<file path="src/rtl/fic_pkg.sv">
package fic_pkg;
    localparam int unsigned DATA_W    = 32;
    localparam int unsigned NUM_SRC   = 8;
    localparam int unsigned EXT_SRC   = NUM_SRC - 1;
    localparam int unsigned SRC_BASE  = 16;
    localparam int unsigned FRAME_SRC = NUM_SRC - 1;

    localparam int unsigned OFS_CTL   = 'h00;
    localparam int unsigned OFS_CNT   = 'h40;
    localparam int unsigned OFS_MATCH = 'h50;

    typedef enum logic [1:0] {
        SEL_NONE  = 2'd0,
        SEL_CTL   = 2'd1,
        SEL_CNT   = 2'd2,
        SEL_MATCH = 2'd3
    } reg_sel_e;
endpackage

</file>
<file path="src/rtl/fic_frame_counter.sv">
module fic_frame_counter #(
    parameter int unsigned CNT_W = 32
) (
    input  logic             clk,
    input  logic             rst_n,
    input  logic             tick,
    input  logic             load_cnt,
    input  logic             load_match,
    input  logic [CNT_W-1:0] wval,
    output logic [CNT_W-1:0] count,
    output logic [CNT_W-1:0] match,
    output logic             hit
);
    typedef struct packed {
        logic [CNT_W-1:0] count;
        logic [CNT_W-1:0] match;
    } cnt_state_t;

    cnt_state_t st_d, st_q;
    logic [CNT_W-1:0] inc_val;
    logic             hit_d;

    always_comb begin
        st_d    = st_q;
        inc_val = st_q.count + CNT_W'(1);
        hit_d   = 1'b0;
        if (load_cnt) begin
            st_d.count = wval;
        end else if (tick) begin
            st_d.count = inc_val;
            hit_d      = (inc_val == st_q.match);
        end
        if (load_match) begin
            st_d.match = wval;
        end
    end

    always_ff @(posedge clk) begin
        if (!rst_n) begin
            st_q <= '0;
        end else begin
            st_q <= st_d;
        end
    end

    assign count = st_q.count;
    assign match = st_q.match;
    assign hit   = hit_d;
endmodule

</file>
<file path="src/rtl/fic_src_bank.sv">
module fic_src_bank #(
    parameter int unsigned N_SRC = 8
) (
    input  logic             clk,
    input  logic             rst_n,
    input  logic [N_SRC-1:0] set_in,
    input  logic             wr_ctl,
    input  logic [N_SRC-1:0] wr_en,
    input  logic [N_SRC-1:0] wr_clr,
    output logic [N_SRC-1:0] en,
    output logic [N_SRC-1:0] pend
);
    typedef struct packed {
        logic [N_SRC-1:0] en;
        logic [N_SRC-1:0] pend;
    } bank_state_t;

    bank_state_t st_d, st_q;

    always_comb begin
        st_d = st_q;
        if (wr_ctl) begin
            st_d.en   = wr_en;
            st_d.pend = st_q.pend & ~wr_clr;
        end
        // a strobe overrides a clear in the same cycle
        st_d.pend = st_d.pend | set_in;
    end

    always_ff @(posedge clk) begin
        if (!rst_n) begin
            st_q <= '0;
        end else begin
            st_q <= st_d;
        end
    end

    assign en   = st_q.en;
    assign pend = st_q.pend;
endmodule

</file>
<file path="src/rtl/fic_bus_if.sv">
module fic_bus_if #(
    parameter int unsigned ADDR_W = 8,
    parameter int unsigned DATA_W = 32,
    parameter int unsigned CNT_W  = 32
) (
    input  logic              clk,
    input  logic              rst_n,
    input  logic              req_valid,
    input  logic              req_write,
    input  logic [ADDR_W-1:0] req_addr,
    input  logic [DATA_W-1:0] ctl_word,
    input  logic [CNT_W-1:0]  cnt_val,
    input  logic [CNT_W-1:0]  match_val,
    output logic              wr_ctl,
    output logic              wr_cnt,
    output logic              wr_match,
    output logic              rd_valid,
    output logic [DATA_W-1:0] rd_data
);
    import fic_pkg::*;

    localparam logic [ADDR_W-1:0] A_CTL   = ADDR_W'(OFS_CTL);
    localparam logic [ADDR_W-1:0] A_CNT   = ADDR_W'(OFS_CNT);
    localparam logic [ADDR_W-1:0] A_MATCH = ADDR_W'(OFS_MATCH);

    typedef struct packed {
        logic              valid;
        logic [DATA_W-1:0] data;
    } rd_state_t;

    rd_state_t rd_d, rd_q;
    reg_sel_e  sel;
    logic      do_wr, do_rd;

    always_comb begin
        unique case (req_addr)
            A_CTL:   sel = SEL_CTL;
            A_CNT:   sel = SEL_CNT;
            A_MATCH: sel = SEL_MATCH;
            default: sel = SEL_NONE;
        endcase
        do_wr = req_valid && req_write;
        do_rd = req_valid && !req_write;

        wr_ctl   = do_wr && (sel == SEL_CTL);
        wr_cnt   = do_wr && (sel == SEL_CNT);
        wr_match = do_wr && (sel == SEL_MATCH);

        rd_d.valid = do_rd;
        rd_d.data  = '0;
        if (do_rd) begin
            unique case (sel)
                SEL_CTL:   rd_d.data = ctl_word;
                SEL_CNT:   rd_d.data = DATA_W'(cnt_val);
                SEL_MATCH: rd_d.data = DATA_W'(match_val);
                default:   rd_d.data = '0;
            endcase
        end
    end

    always_ff @(posedge clk) begin
        if (!rst_n) begin
            rd_q <= '0;
        end else begin
            rd_q <= rd_d;
        end
    end

    assign rd_valid = rd_q.valid;
    assign rd_data  = rd_q.data;
endmodule

</file>
<file path="src/rtl/frame_irq_ctrl.sv">
module frame_irq_ctrl #(
    parameter int unsigned ADDR_W = 8,
    parameter int unsigned CNT_W  = 32
) (
    input  logic                          clk,
    input  logic                          rst_n,
    input  logic                          req_valid,
    input  logic                          req_write,
    input  logic [ADDR_W-1:0]             req_addr,
    input  logic [fic_pkg::DATA_W-1:0]    req_wdata,
    output logic                          rd_valid,
    output logic [fic_pkg::DATA_W-1:0]    rd_data,
    input  logic [fic_pkg::EXT_SRC-1:0]   evt_in,
    input  logic                          frame_tick,
    output logic                          irq
);
    import fic_pkg::*;

    localparam int unsigned PAIR_TOP = SRC_BASE + 2 * NUM_SRC;

    logic [NUM_SRC-1:0] en_q, pend_q, set_vec, wen_vec, wclr_vec;
    logic [DATA_W-1:0]  ctl_word;
    logic [CNT_W-1:0]   count_q, match_q;
    logic               frame_hit, wr_ctl, wr_cnt, wr_match;

    assign set_vec = {frame_hit, evt_in};

    assign ctl_word[SRC_BASE-1:0] = '0;
    generate
        for (genvar k = 0; k < NUM_SRC; k++) begin : g_pair
            assign wen_vec[k]                  = req_wdata[SRC_BASE + 2*k + 1];
            assign wclr_vec[k]                 = req_wdata[SRC_BASE + 2*k];
            assign ctl_word[SRC_BASE + 2*k + 1] = en_q[k];
            assign ctl_word[SRC_BASE + 2*k]     = pend_q[k];
        end
        if (PAIR_TOP < DATA_W) begin : g_upper
            assign ctl_word[DATA_W-1:PAIR_TOP] = '0;
        end
    endgenerate

    fic_bus_if #(.ADDR_W(ADDR_W), .DATA_W(DATA_W), .CNT_W(CNT_W)) i_bus (
        .clk       (clk),
        .rst_n     (rst_n),
        .req_valid (req_valid),
        .req_write (req_write),
        .req_addr  (req_addr),
        .ctl_word  (ctl_word),
        .cnt_val   (count_q),
        .match_val (match_q),
        .wr_ctl    (wr_ctl),
        .wr_cnt    (wr_cnt),
        .wr_match  (wr_match),
        .rd_valid  (rd_valid),
        .rd_data   (rd_data)
    );

    fic_frame_counter #(.CNT_W(CNT_W)) i_cnt (
        .clk        (clk),
        .rst_n      (rst_n),
        .tick       (frame_tick),
        .load_cnt   (wr_cnt),
        .load_match (wr_match),
        .wval       (req_wdata[CNT_W-1:0]),
        .count      (count_q),
        .match      (match_q),
        .hit        (frame_hit)
    );

    fic_src_bank #(.N_SRC(NUM_SRC)) i_bank (
        .clk    (clk),
        .rst_n  (rst_n),
        .set_in (set_vec),
        .wr_ctl (wr_ctl),
        .wr_en  (wen_vec),
        .wr_clr (wclr_vec),
        .en     (en_q),
        .pend   (pend_q)
    );

    assign irq = |(en_q & pend_q);
endmodule

</file>
<file path="config.mk">
export PLATFORM = sky130hd
export DESIGN_NAME = frame_irq_ctrl
export DESIGN_NICKNAME = d
export VERILOG_FILES = /design/src/rtl/fic_pkg.sv /design/src/rtl/fic_frame_counter.sv /design/src/rtl/fic_src_bank.sv /design/src/rtl/fic_bus_if.sv /design/src/rtl/frame_irq_ctrl.sv
export SDC_FILE = /design/constraint.sdc
export NUM_CORES = 1
export LEC_CHECK = 0
export BUFFER_PORTS_ARGS = -buffer_cell sky130_fd_sc_hd__buf_2
export CAP_MARGIN = 40
export CORE_UTILIZATION = 34
export CTS_BUF_LIST = sky130_fd_sc_hd__clkbuf_16
export CTS_CLUSTER_DIAMETER = 120
export CTS_CLUSTER_SIZE = 24
export DETAILED_ROUTE_END_ITERATION = 6
export HOLD_SLACK_MARGIN = 0.02
export MAX_ROUTING_LAYER = met4
export SYNTH_ARGS = -nofsm -noshare
export SYNTH_HDL_FRONTEND = slang
export SYNTH_SLANG_ARGS = --single-unit
</file>
<file path="constraint.sdc">
create_clock -name clk -period 2.7 [get_ports clk]
set_clock_uncertainty 0.15 [all_clocks]
set_input_delay 0.27 -clock clk [delete_from_list [all_inputs] [get_ports clk]]
set_output_delay 0.27 -clock clk [all_outputs]
set_load 0.05 [all_outputs]
</file>
## Yosys cells after proc, flatten, opt, wreduce, memory -nomap -nowiden

Cells that the tools add are included.

- Add/sub/neg operators: 1
- Equal/unequal tests: 6
- Mux-type cells: 7
- Bitwise operators: 4
- Reductions and logical operators: 10

Operators by type and width:

| kind | count |
|---|---|
| one-hot mux 32 bit (3 select lines) | 1 |
| two-way mux 32 bit | 2 |
| adder 32 x 1 -> 32 bit (second input constant) | 1 |
| == test 32 bit | 1 |
| AND 8 bit | 2 |
| == test 8 x 7 -> 1 bit (second input constant) | 2 |
| zero test 8 bit | 1 |
| two-way mux 8 bit | 1 |
| inverter 8 bit | 1 |
| bitwise OR 8 bit | 1 |
| OR reduction 8 bit | 1 |
| one-hot mux 2 bit (3 select lines) | 1 |
| logical AND 1 bit | 5 |
| == test 2 bit (second input constant) | 2 |
| == test 2 x 1 -> 1 bit (second input constant) | 1 |
| two-way mux 1 bit | 2 |
| AND reduction 2 bit | 1 |
| nonzero test 2 bit | 1 |
| zero test 1 bit | 1 |

- Register bits: 113
- Bits of input ports: 52
- Output and inout bits: 34
- Word-level logic and storage cells: 34

## Logic depth before layout (Yosys ltp)

Gate-level depths: netlist (run 1).

- Depth after elaboration: 6
- Mapped depth: 9
- Depth with buffers taken out: 8

## Cells and area by module

A second synthesis (run 1) with hierarchy kept.

- Cell total of the unflattened synthesis: 732
- Area, all modules: 6362.4 sq um

Modules (own cells, without submodules):

| module | times used | cells each | area an instance (sq um) | sequential area each (sq um) |
|---|---|---|---|---|
| fic_frame_counter | 1 | 482 | 3988.8 | 1281.2 |
| fic_bus_if | 1 | 185 | 1724.2 | 660.6 |
| fic_src_bank | 1 | 59 | 609.3 | 320.3 |
| frame_irq_ctrl | 1 | 6 | 40.0 | 0.0 |

## Worst setup path after synthesis (run 1)

Ideal clock, no wire load.

- Kind: register -> register
- Start: reg i_cnt.st_q, in the netlist i_cnt.count[19]
- End: reg i_bank.st_q, in the netlist i_bank.pend[7]
- Setup time: 0.087 ns
- Arrival: 2.610 ns
- Data required time: 2.463 ns
- Setup slack: -0.147 ns
- Cell stages (with the launch flop): 9
- Buffers on the path: 1
- Period minus slack after synthesis: 2.847 ns
- Cell sequence: dfxtp_1 buf_2 nand4_2 or4_4 or3_1 a2111oi_0 o21ai_0 or4_1 o31ai_1

- Longest elaborated chain between the ends: 5

RTL lines:

| item | line | RTL |
|---|---|---|
| start, declared | fic_frame_counter.sv:19 | `cnt_state_t st_d, st_q;` |
| start signal, assigned | fic_frame_counter.sv:42 | `st_q <= st_d;` |
| adder 32 x 1 -> 32 bit | fic_frame_counter.sv:25 | `inc_val = st_q.count + CNT_W'(1);` |
| == test 32 bit | fic_frame_counter.sv:31 | `hit_d = (inc_val == st_q.match);` |
| two-way mux 1 bit | fic_frame_counter.sv:29 | `end else if (tick) begin` |
| two-way mux 1 bit | fic_frame_counter.sv:27 | `if (load_cnt) begin` |
| bitwise OR 8 bit | fic_src_bank.sv:27 | `st_d.pend = st_d.pend \| set_in;` |
| end signal, assigned | fic_src_bank.sv:34 | `st_q <= st_d;` |
| end, declared | fic_src_bank.sv:18 | `bank_state_t st_d, st_q;` |

No other way between the ends.
A chain may end at the register's enable or synchronous reset.

## Worst setup path in the final report (run 1)

- Start: reg i_cnt.st_q, in the netlist i_cnt.count[21]
- End: reg i_bank.st_q, in the netlist i_bank.pend[7]

The elaborated chain is that of the path after synthesis.

==> impl_metrics.csv, run 1 <==
group,metric,value,unit
final_layout,final_util,48.2,%
timing,min_period_over_period,96.0,%
hold_path,min-delay-start,"rst_n",
timing,timing.fmax,0.386,GHz
pwr,p_per_area,567,nW/um^2
logic_synthesis,yosys_warnings,0,
pwr,clock_power_share,56.4,%
logic_synthesis,synth_area_per_cell,8.05,um^2
final_layout,drive_above_1_share,23.3,%
final_layout,nets,912,
detailed_routing,viasPerCell,5.04,
grt,grt_pass1_vias,5162,
pwr,p_sw,912,uW
logic_synthesis,synth_top_area_cell,"dfxtp_1",
clock_network,clkSinkCount,113,
die,ios,86,
worst_setup_path,critPathLaunchType,"flop",
timing,slew_viol_final,0,
logic_synthesis,yosys.area_share.adder,0.219,%
logic_synthesis,synth-simple-area-share,23.9,%
worst_setup_path,crit_slowest_cell,"or4_4",
placed_design,pre_cts_ws,0.0412,ns
logic_synthesis,synth_area_leaders,"dfxtp_1 40%, nand2_1 7.8%, xnor2_1 6.1%",
pwr,pwr-share-comb,5.2,%
hold_path,worstHoldEndpoint,"i_bank.pend[7]$_SDFF_PN0_",
flow_run,max_cap_violations,0,
worst_setup_path,arrival,2.78,ns
clock_network,clk_latency,0.42,ns
logic_synthesis,synth_edf_count,0,
clock_network,cts_tree,"done",
placed_design,place_area,6670,um^2
detailed_routing,dr.pass1.iters,5,
timing,hold_violations,0,
placed_design,io_buffer_count,85,
logic_synthesis,synth_top_area_share,39.7,%
timing,setup_ws,0.109,ns
worst_setup_path,max_stage_delay,0.54,ns
clock_network,post-cts-setup-buffers,0,
logic_synthesis,synth_compound_area_share,14.0,%
detailed_routing,wirelength,16.5,mm
detailed_routing,drtAntennaViolNets,0,
die,die_w,132,um
timing,relSlewSlack,57.8,%
pwr,seqPwrFrac,38.4,%
grt,grt_max_degree,37,
logic_synthesis,syn_nets,761,
final_layout,fillers,1610,
logic_synthesis,synth-seq-cells,113,
final_layout,diodes,0,
logic_synthesis,synth_top_family_by_area,"simple AND/OR/NAND/NOR gates",
grt,grt_first_pass_wirelength,26.8,mm
final_layout,ff_latch_area,2270,um^2
pwr,vdd_drop_max,0.000424,V
worst_setup_path,r2r-start,"i_cnt.count[21]$_SDFFE_PN0P_",
worst_setup_path,r2r_slack,0.11,ns
logic_synthesis,syn_inst,708,
clock_network,cts_root_buf,"clkbuf_16",
die,die_area,17300,um^2
worst_setup_path,r2r_cells,7,
hold_path,hp-class,"in2reg",
logic_synthesis,synth_flop_cell,"dfxtp_1",
logic_synthesis,ys_seq_area_share,39.7,%
detailed_routing,drc,0,
worst_setup_path,end_kind,"flop",
detailed_routing,vias,5476,
worst_setup_path,critPathMaxFanout,4,
hold_path,worstHoldPathCells,3,
logic_synthesis,async_flop_share,0,%
logic_synthesis,post-synth-top-count-cell,"nand2_1",
die,fp.coreArea,16100,um^2
detailed_routing,wl_per_cell,15.2,um
placed_design,dp_hpwl,11.7,mm
worst_setup_path,worstSetupPathType,"reg2reg",
worst_setup_path,path_cells,"nand4_4, or4_4, or3_1, a2111oi_2, o21ai_0, or4_1, o31ai_1",
logic_synthesis,syn_area,5700,um^2
logic_synthesis,yosysUniqueCellTypes,45,
timing,period_minus_slack,2.59,ns
die,die_y,132,um
timing,worst_slew_pin_slew,0.632,ns
grt,gr-total-overflow,0,
pwr,switching_share,20.7,%
worst_setup_path,critPathRequiredTime,2.89,ns
die,rows,46,
placed_design,globalplace.congestion,0.884,
clock_network,clk_pin_slew_worst_paths,0.05,ns
timing,finalSetupViolCount,0,
clock_network,cts_buffers,17,
final_layout,stdcell_area,7770,um^2
logic_synthesis,yosys-top-cells-count,"118 x nand2_1, 113 x dfxtp_1, 87 x nor2_1",
die,initial_core_util,35.4,%
outcome,outcome,"complete, no violations",
logic_synthesis,synth_xor_area_share,11.9,%
pwr,p_int,3500,uW
grt,grt_usage,20.2,%
final_layout,multi_input_area,3250,um^2
pwr,cellLeakagePower,0.00306,uW
final_layout,syn2layout_area_growth,36.3,%
logic_synthesis,synth_mux_area_share,5.92,%
clock_network,htree_levels,4,
clock_network,clk_path_buf_depth,2,
detailed_routing,drt_iter0_drc,350,
worst_setup_path,r2r_end,"i_bank.pend[7]$_SDFF_PN0_",
grt,antenna_found_initial,0,
[power by group through the flow]
stage	logic [uW]	registers (uW)	clock network (uW)
6_report	228	1690	2490
3_5_place_dp	176	1730	0
3_3_place_gp	176	1730	0
4_1_cts	227	1690	2520
2_1_floorplan	85.2	1730	0
5_1_grt	247	1690	2610
[registers in the layout (all words and copies together) (netlist names)]
signal,cells
i_bank.en,8
i_bus.rd_valid,1
i_cnt.match,32
i_bank.pend,8
i_cnt.count,32
i_bus.rd_data,32
[worst max path at each step]
stage                                 start                   endpoint  slack [ns]  depth (start not counted)
6_report       i_cnt.count[21]$_SDFFE_PN0P_  i_bank.pend[7]$_SDFF_PN0_        0.11                          7
5_1_grt        i_cnt.count[20]$_SDFFE_PN0P_  i_bank.pend[7]$_SDFF_PN0_      -0.002                          7
4_1_cts        i_cnt.count[19]$_SDFFE_PN0P_  i_bank.pend[7]$_SDFF_PN0_       0.009                          7
3_5_place_dp   i_cnt.count[19]$_SDFFE_PN0P_  i_bank.pend[7]$_SDFF_PN0_        0.04                          7
3_3_place_gp   i_cnt.count[21]$_SDFFE_PN0P_  i_bank.pend[7]$_SDFF_PN0_        0.08                          7
2_1_floorplan   i_cnt.count[1]$_SDFFE_PN0P_  i_bank.pend[7]$_SDFF_PN0_        0.02                          8
[critical path: cells and delay by family, from the launching register on]
family,cells,cell delay (ns)
DFF,1,0.35
AOI/OAI and AO/OA,3,0.59
and+or+nand+nor,4,1.42
[area by class of cell]
class	count	share of cell area, %
repair buffers	186	16.8
inverters	9	0.435
flip-flops and latches	113	29.2
multi-input cells	532	41.8
clock inverters	14	2.85
well taps	216	3.48
clock buffers	17	5.47
[through the flow]
stage | power (uW) | std cells | hold WS (ns) | TNS, ns
detailed placement | 1910 | 1012 | 0.318 | 0
CTS | 4440 | 1087 | 0.0445 | 0
global placement | 1910 | 1011 | 0.311 | 0
global route | 4550 | 1087 | 0.0630 | -0.00192
floorplan | 1810 | 708 | 0.214 | 0
finish | 4410 | 1087 | 0.0628 | 0
[cell families (layout without fill, tap and decap cells)]
logic type | after synthesis | count (layout)
AOI/OAI and AO/OA | 126 | 126
xor gates and xnor gates | 76 | 76
adders and majority gates | 1 | 1
buffers and inverters | 63 | 226
DFF | 113 | 113
muxes | 32 | 32
and+or+nand+nor | 297 | 297
[cell usage in the layout, fill, tap and decap left out, drive strengths merged, types with 20 or more instances in the layout]
cell         count
buf            142
nand2          118
dfxtp          113
nor2            87
a21oi           49
dlygate4sd3     44
xnor2           40
xor2            35
a211oi          32
nand3           30
nand4           22
a22oi           20
[routing by layer]
| layer | up-vias | track usage (%) | wire length, um |
|---|---|---|---|
| li1 | 2757 | - | - |
| met1 | 2561 | 25.7 | 7850 |
| met2 | 136 | 31.7 | 7700 |
| met3 | 22 | 4.13 | 726 |
| met4 | 0 | 6.78 | 264 |
| met5 | - | - | 0 |
[timing repair]
item | 4_1_cts | 5_1_grt
endpoints found under the setup margin | 0 | 1
gates resized for setup | 0 | 7
hold buffers | 44 | 0
hold endpoints to repair | 69 | 0
No activity file was read; power rests on OpenSTA's default activity.
==> inputs of run 2 (changes only) <==
--- a/config.mk
+++ b/config.mk
@@ -14,6 +14,7 @@
 export DETAILED_ROUTE_END_ITERATION = 6
 export HOLD_SLACK_MARGIN = 0.02
 export MAX_ROUTING_LAYER = met4
+export RECOVER_POWER = 50
 export SYNTH_ARGS = -nofsm -noshare
 export SYNTH_HDL_FRONTEND = slang
 export SYNTH_SLANG_ARGS = --single-unit
==> impl_metrics.csv, run 2 (synthesized netlist as in run 1, its figures left out) <==
group,metric,value,unit
clock_network,cts_tree,"done",
grt,antenna_found_initial,0,
outcome,outcome,"complete, no violations",
timing,fin_tns_setup,0,ns
timing,relSlewSlack,43.2,%
timing,finalSetupViolCount,0,
placed_design,globalplace.congestion,0.884,
detailed_routing,drt_iter0_drc,380,
worst_setup_path,r2r_slack,0.11,ns
pwr,p_per_area,572,nW/um^2
detailed_routing,drtAntennaViolNets,0,
die,die_w,132,um
worst_setup_path,critPathRequiredTime,2.89,ns
timing,timing.fmax,0.386,GHz
detailed_routing,dr.pass1.iters,4,
worst_setup_path,end_kind,"flop",
grt,grt_pass1_vias,5162,
grt,grt_usage,20.2,%
pwr,p_int,3500,uW
die,die_area,17300,um^2
pwr,vdd_drop_max,0.000428,V
placed_design,dp.cells,1012,
pwr,p_sw,914,uW
hold_path,hp-class,"in2reg",
final_layout,fin_cells,1087,
final_layout,drive_above_1_share,18.9,%
final_layout,fillers,1635,
pwr,seqPwrFrac,38.4,%
placed_design,pre_cts_ws,0.0412,ns
detailed_routing,drc,0,
final_layout,nets,912,
timing,period_minus_slack,2.59,ns
detailed_routing,viasPerCell,5.04,
hold_path,worstHoldPathCells,3,
die,fp.coreArea,16100,um^2
timing,hold_violations,0,
grt,gr-total-overflow,0,
die,rows,46,
clock_network,clk_latency,0.42,ns
final_layout,final_util,47.9,%
detailed_routing,vias,5482,
final_layout,layout_common_cells,"118 x nand2_1, 108 x dfxtp_1, 86 x nor2_1",
final_layout,final_common_cell,"nand2_1",
clock_network,clk_path_buf_depth,2,
clock_network,post-cts-setup-buffers,0,
worst_setup_path,critPathMaxFanout,4,
pwr,clock_power_share,56.4,%
timing,slew_viol_final,0,
worst_setup_path,r2r_cells,7,
clock_network,clk_pin_slew_worst_paths,0.05,ns
worst_setup_path,r2r_end,"i_bank.pend[7]$_SDFF_PN0_",
timing,worst_slew_pin_slew,0.852,ns
die,ios,86,
clock_network,cts_buffers,17,
detailed_routing,wl_per_cell,15.3,um
worst_setup_path,worstSetupPathType,"reg2reg",
pwr,cellLeakagePower,0.00290,uW
placed_design,io_buffer_count,85,
worst_setup_path,critPathLaunchType,"flop",
worst_setup_path,arrival,2.78,ns
clock_network,cts_root_buf,"clkbuf_16",
final_layout,diodes,0,
hold_path,min-delay-start,"rst_n",
grt,grt_max_degree,37,
die,die_y,132,um
pwr,switching_share,20.7,%
pwr,pwr-share-comb,5.2,%
clock_network,clkSinkCount,113,
die,initial_core_util,35.4,%
timing,setup_ws,0.110,ns
placed_design,dp_hpwl,11.7,mm
final_layout,syn2layout_area_growth,35.4,%
worst_setup_path,r2r-start,"i_cnt.count[21]$_SDFFE_PN0P_",
timing,min_period_over_period,95.9,%
detailed_routing,wirelength,16.6,mm
hold_path,worstHoldEndpoint,"i_bank.pend[7]$_SDFF_PN0_",
clock_network,htree_levels,4,
flow_run,max_cap_violations,0,
grt,grt_first_pass_wirelength,26.8,mm
## run 2: how the worst max path moves through the flow
| stage | start | to | slack (ns) |
|---|---|---|---|
| after CTS | i_cnt.count[19]$_SDFFE_PN0P_ | i_bank.pend[7]$_SDFF_PN0_ | 0.009 |
| after global routing | i_cnt.count[20]$_SDFFE_PN0P_ | i_bank.pend[7]$_SDFF_PN0_ | -0.002 |
| after global placement | i_cnt.count[21]$_SDFFE_PN0P_ | i_bank.pend[7]$_SDFF_PN0_ | 0.08 |
| after floorplan | i_cnt.count[1]$_SDFFE_PN0P_ | i_bank.pend[7]$_SDFF_PN0_ | 0.02 |
| after detailed placement | i_cnt.count[19]$_SDFFE_PN0P_ | i_bank.pend[7]$_SDFF_PN0_ | 0.04 |
| final | i_cnt.count[21]$_SDFFE_PN0P_ | i_bank.pend[7]$_SDFF_PN0_ | 0.11 |
## run 2: cell type report
cell class	count	area, um^2	share of cell area [%]
multi-input cells	532	3250	42.1
flip-flops and latches	113	2270	29.4
repair buffers	186	1250	16.2
clock buffers	17	425	5.51
well taps	216	270	3.50
clock inverters	14	221	2.87
inverters	9	33.8	0.438
## run 2: per-stage QoR
stage	hold slack [ns]	total power [uW]	area, um^2
finish	0.0600	4410	7720
global placement	0.311	1910	6660
floorplan	0.214	1810	5750
global route	0.0630	4550	7720
CTS	0.0445	4440	7760
detailed placement	0.318	1910	6670
## run 2: routing by layer
| layer | routed length, um | GRT usage (%) | vias up |
|---|---|---|---|
| li1 | - | - | 2753 |
| met1 | 7880 | 25.7 | 2571 |
| met2 | 7670 | 31.7 | 133 |
| met3 | 760 | 4.13 | 25 |
| met4 | 274 | 6.78 | 0 |
| met5 | 0 | - | - |
## run 2: what timing repair did
item,4_1_cts,5_1_grt
endpoints found under the setup margin,0,1
gates resized for setup,0,7
hold buffers,44,0
endpoints found under the hold margin,69,0
## run 2: worst max-delay path, stage by stage, from the launching register on
cell       delay [ns]
dfxtp_2          0.35
nand4_4          0.14
or4_4            0.54
or3_1            0.34
a2111oi_2        0.29
o21ai_0          0.11
or4_1            0.39
o31ai_1          0.20
## run 2: power groups by stage
stage / registers (uW) / logic [uW] / clock network, uW
finish: 1690 / 228 / 2490
global route: 1690 / 246 / 2610
CTS: 1690 / 227 / 2520
detailed placement: 1730 / 176 / 0
global placement: 1730 / 176 / 0
floorplan: 1730 / 85.2 / 0
